[src/rtl/csa_pkg.sv]
package csa_pkg;

    // Full operand width and the width of one ripple slice.
    localparam int unsigned CSA_WIDTH   = 8;
    localparam int unsigned CSA_SLICE_W = CSA_WIDTH / 2;

    typedef logic [CSA_WIDTH-1:0]   word_t;
    typedef logic [CSA_SLICE_W-1:0] nib_t;

    // Operation select encoding.
    typedef enum logic {
        CSA_OP_ADD = 1'b0,
        CSA_OP_SUB = 1'b1
    } csa_op_e;

    // Output of one slice: nibble sum plus its carry.
    typedef struct packed {
        logic cout;
        nib_t sum;
    } slice_res_t;

    // Conditioning of the second operand: invert every bit when subtracting.
    function automatic nib_t cond_invert(input nib_t v, input csa_op_e op);
        return v ^ {CSA_SLICE_W{op == CSA_OP_SUB}};
    endfunction

endpackage

[src/rtl/csa_operand_cond.sv]
module csa_operand_cond
    import csa_pkg::*;
(
    input  word_t   b_in,
    input  csa_op_e op,
    output nib_t    b_lo,
    output nib_t    b_hi
);
    // Each half passes through its own row of XOR gates.
    assign b_lo = cond_invert(b_in[CSA_SLICE_W-1:0], op);
    assign b_hi = cond_invert(b_in[CSA_WIDTH-1:CSA_SLICE_W], op);
endmodule

[src/rtl/csa_ripple_slice.sv]
module csa_ripple_slice
    import csa_pkg::*;
(
    input  nib_t       x,
    input  nib_t       y,
    input  logic       cin,
    output slice_res_t res
);
    logic [CSA_SLICE_W:0] chain;
    nib_t                 s;

    assign chain[0] = cin;

    // One full-adder cell per bit, with the carry rippling upward.
    for (genvar i = 0; i < CSA_SLICE_W; i++) begin : g_fa
        logic p;
        assign p          = x[i] ^ y[i];
        assign s[i]       = p ^ chain[i];
        assign chain[i+1] = (x[i] & y[i]) | (p & chain[i]);
    end

    assign res.sum  = s;
    assign res.cout = chain[CSA_SLICE_W];
endmodule

[src/rtl/csa_result_mux.sv]
module csa_result_mux
    import csa_pkg::*;
(
    input  logic       pick_one,
    input  slice_res_t cand_c0,
    input  slice_res_t cand_c1,
    output slice_res_t chosen
);
    always_comb begin
        if (pick_one) chosen = cand_c1;
        else          chosen = cand_c0;
    end
endmodule

[src/rtl/csa_addsub.sv]
module csa_addsub
    import csa_pkg::*;
(
    input  logic [7:0] op_a,
    input  logic [7:0] op_b,
    input  logic       op_sub,
    output logic [7:0] result,
    output logic       carry_out
);
    localparam int unsigned NUM_CAND = 2;

    csa_op_e    op;
    nib_t       b_lo_c;
    nib_t       b_hi_c;
    slice_res_t lo_res;
    slice_res_t hi_res;
    slice_res_t hi_cand [NUM_CAND];

    assign op = csa_op_e'(op_sub);

    csa_operand_cond u_cond (
        .b_in (op_b),
        .op   (op),
        .b_lo (b_lo_c),
        .b_hi (b_hi_c)
    );

    // Low slice: a carry-in equal to the subtract flag completes the negation.
    csa_ripple_slice u_lo (
        .x   (op_a[CSA_SLICE_W-1:0]),
        .y   (b_lo_c),
        .cin (op == CSA_OP_SUB),
        .res (lo_res)
    );

    // High half: one speculative slice per possible carry into bit 4.
    for (genvar k = 0; k < NUM_CAND; k++) begin : g_hi
        csa_ripple_slice u_hi (
            .x   (op_a[CSA_WIDTH-1:CSA_SLICE_W]),
            .y   (b_hi_c),
            .cin (k[0]),
            .res (hi_cand[k])
        );
    end

    csa_result_mux u_sel (
        .pick_one (lo_res.cout),
        .cand_c0  (hi_cand[0]),
        .cand_c1  (hi_cand[1]),
        .chosen   (hi_res)
    );

    assign result    = {hi_res.sum, lo_res.sum};
    assign carry_out = hi_res.cout;
endmodule

[config.mk]
export PLATFORM = sky130hd
export DESIGN_NAME = csa_addsub
export DESIGN_NICKNAME = d
export VERILOG_FILES = /design/src/rtl/csa_pkg.sv /design/src/rtl/csa_operand_cond.sv /design/src/rtl/csa_ripple_slice.sv /design/src/rtl/csa_result_mux.sv /design/src/rtl/csa_addsub.sv
export SDC_FILE = /design/constraint.sdc
export NUM_CORES = 1
export LEC_CHECK = 0
export CAP_MARGIN = 20
export CORE_AREA = 5 5 42 44
export DETAILED_ROUTE_END_ITERATION = 16
export DIE_AREA = 0 0 47 49
export GPL_TIMING_DRIVEN = 0
export PLACE_DENSITY = 0.68
export REMOVE_ABC_BUFFERS = 1
export SLEW_MARGIN = 25
export SYNTH_ARGS = -nofsm -noshare
export SYNTH_HDL_FRONTEND = slang
export SYNTH_SLANG_ARGS = --single-unit
[constraint.sdc]
create_clock -name vclk -period 7.23
set_clock_uncertainty 0.2 [all_clocks]
set_input_delay 0.723 -clock vclk [all_inputs]
set_output_delay 0.723 -clock vclk [all_outputs]
set_load 0.005 [all_outputs]
==> run summary <==
The flow ran to the end, and the final reports show no timing, DRC or antenna violations. For this block, the initial DRC count from the detailed router was 0. In this run the power spent charging and discharging nets is 20.79 µW. The floorplan has 14 rows.

Setup total negative slack on the finished layout was measured at 0 ns. The routed design has 632 µm of wire. After synthesis, flip-flops and latches occupy 0% of the total area. After synthesis the cells add up to 315.3 µm². Registers take 0 µm². Derived from the worst setup path, the maximum achievable clock frequency is 0.1764 GHz. The logs give 1.479 ns for the setup slack at placement and 0 for the post-CTS setup-driven buffer insertion count. For the initial antenna violation count, the log shows 0.

Of the available clock period, the critical path in the final layout requires 78.40%. Final hold violation count: 0. The first global-routing pass estimated 1055 µm of wire. The class of the tightest hold or removal check was in -> out. The tools report the type of destination of the critical path as a primary output. Yosys printed 0 warnings. Cell internal power was estimated by the tool at 40.35 µW. The run gives 0 as the count of clock-net buffers in the final layout. The HPWL after detailed placement is 605.7 µm.

The total power came out at 61.15 µW. Power spread over the standard cell area amounts to 104.7 nW/µm². The share of total power dissipated in combinational logic is 100.0%.

The minimum clock period after layout is 5.668 ns. The run gives 0 as the count of endpoints failing setup in the final report. The number of placed instances, taps included is 75, and the core outline area is 1401 µm². The worst pin sits at a relative slew slack of 67.83%.

The routed via count was 300; the vertical die dimension was 49 µm. The design has 0 sequential cells. For this design the static power due to leakage is 0.0002705 µW. The share of post-route cells with drive strength above 1 is 3.390%. The mean post-synth cell area is 9.274 µm².

The run gives 0 as the post-cts resize count. The area growth from synthesis to layout was 85.32%; the routability-driven placement congestion ratio was 0.6224. Buffers placed on the I/O ports in this run total 26. The final antenna-violating net count came out at 0.

The die covers 2303 µm². Hold timing on the final database bottoms out at a slack of 2.253 ns. Dividing the detail-routed wire length by the instance count gives 8.427 µm.

For this run, the post-layout net count is 86. Global routing used 5.658% of the available tracks across all layers. The switching part of the total power works out to 34.00%.

Once routing completed, OpenROAD measured the worst setup slack at 1.562 ns. The maximum vdd drop was 30.44 µV; the final global-route overflow total was 0. The logs give 22.50% for the starting density of the core and 151 for the filler cell count. The sequential share of power came out at 0%. The run gives 9 as the unique cell type count in the Yosys netlist. The number of global-route vias before repair is 270, and the maximum fanout along the worst path is 8. 0 antenna diodes ended up in the layout. The die is 47 µm wide. The path type of the worst setup path is in -> out.

For the total area of multi-input combinational cells, the log shows 251.5 µm². The tools report the data required time at the worst endpoint as 6.31 ns. The transition time of the tightest slew-check pin was 0.4811 ns.

Max-cap violations in this run came to 0. Pin placement for this block handled 26 I/O pins. The share of power burned in the clock network is 0%, and the count of final max-slew check failures is 0. Setup repair after global routing left no endpoint under its margin. The count of cells in the finished layout, fillers not included, comes to 75. In the layout the commonest cells are 26 x clkdlybuf4s50_1, 13 x inv_1, 6 x xnor2_1, 6 x fa_1. The data arrival time of the critical path was 4.75 ns. For this design, the CTS-stage hold fixing added 0 buffers. Counting every instance in the synthesized netlist gives 34.

The most common cell after layout, fill and taps aside is clkdlybuf4s50_1. The run gives 9 as the pin count of the biggest net entering global routing. The tools report the critical path launch point type as an input port. The tools report the first-pass detailed-route iteration total as 1. After detailed routing, the number of remaining DRC violations is 0. The via density per instance was 4.000.
-- path summary, 6_finish.rpt --
| check | cells past startpoint | slack, ns | start | to |
|---|---|---|---|---|
| worst max-delay path | 11 | 1.56 | op_sub | result[7] |
| worst min-delay path | 3 | 2.25 | op_a[0] | result[0] |
-- logic make-up (layout without fill, tap and decap cells) --
kind of cell / Yosys count / count (layout) / synth area share (%)
XOR/XNOR: 9 / 9 / 27.38
buffers and inverters: 15 / 40 / 20.24
multiplexers: 2 / 2 / 6.349
adder cells (fa/ha/maj): 8 / 8 / 46.03
-- worst max-delay path: stages --
cell and delay, ns:
clkdlybuf4s50_1 0.77, xnor2_1 0.17, fa_1 0.44, fa_1 0.39
fa_1 0.42, mux2i_1 0.16, fa_1 0.38, fa_1 0.36
inv_1 0.07, fa_1 0.40, clkdlybuf4s50_1 0.46
-- cell usage after synthesis --
cell type	n	area share, %
inv_1	13	15
fa_1	6	38
xnor2_1	6	17
ha_1	2	7.9
mux2i_1	2	6.3
xor2_1	2	5.6
buf_6	1	3.6
inv_2	1	1.2
xor2_2	1	5.2
-- through the flow --
stage,util (%),area (µm²)
floorplan,-,304.0
global placement,41.70,584.3
detailed placement,41.70,584.3
CTS,41.70,584.3
global route,41.70,584.3
finish,41.70,584.3
-- layout make-up --
type	instances	share of cell area (%)
inverter	14	8.994
tap	16	3.426
timing repair buffer	26	44.54
multi-input combinational	19	43.04
-- power by group through the flow --
stage | Combinational (µW) | Sequential [µW] | Clock [µW]
floorplan | 23.8 | 0 | 0
global placement | 61.3 | 0 | 0
detailed placement | 62.7 | 0 | 0
CTS | 63.0 | 0 | 0
global route | 68.7 | 0 | 0
finish | 61.1 | 0 | 0
-- layer usage --
metal | vias to the layer above | part of all wire, % | GRT usage, %
met1 | 141 | 30 | 6.904
met5 | - | 0 | 0
met3 | 0 | 19 | 0.3690
li1 | 140 | - | -
met2 | 19 | 51 | 10.86
met4 | 0 | 0 | 0
(Power assumes the default switching activity.)
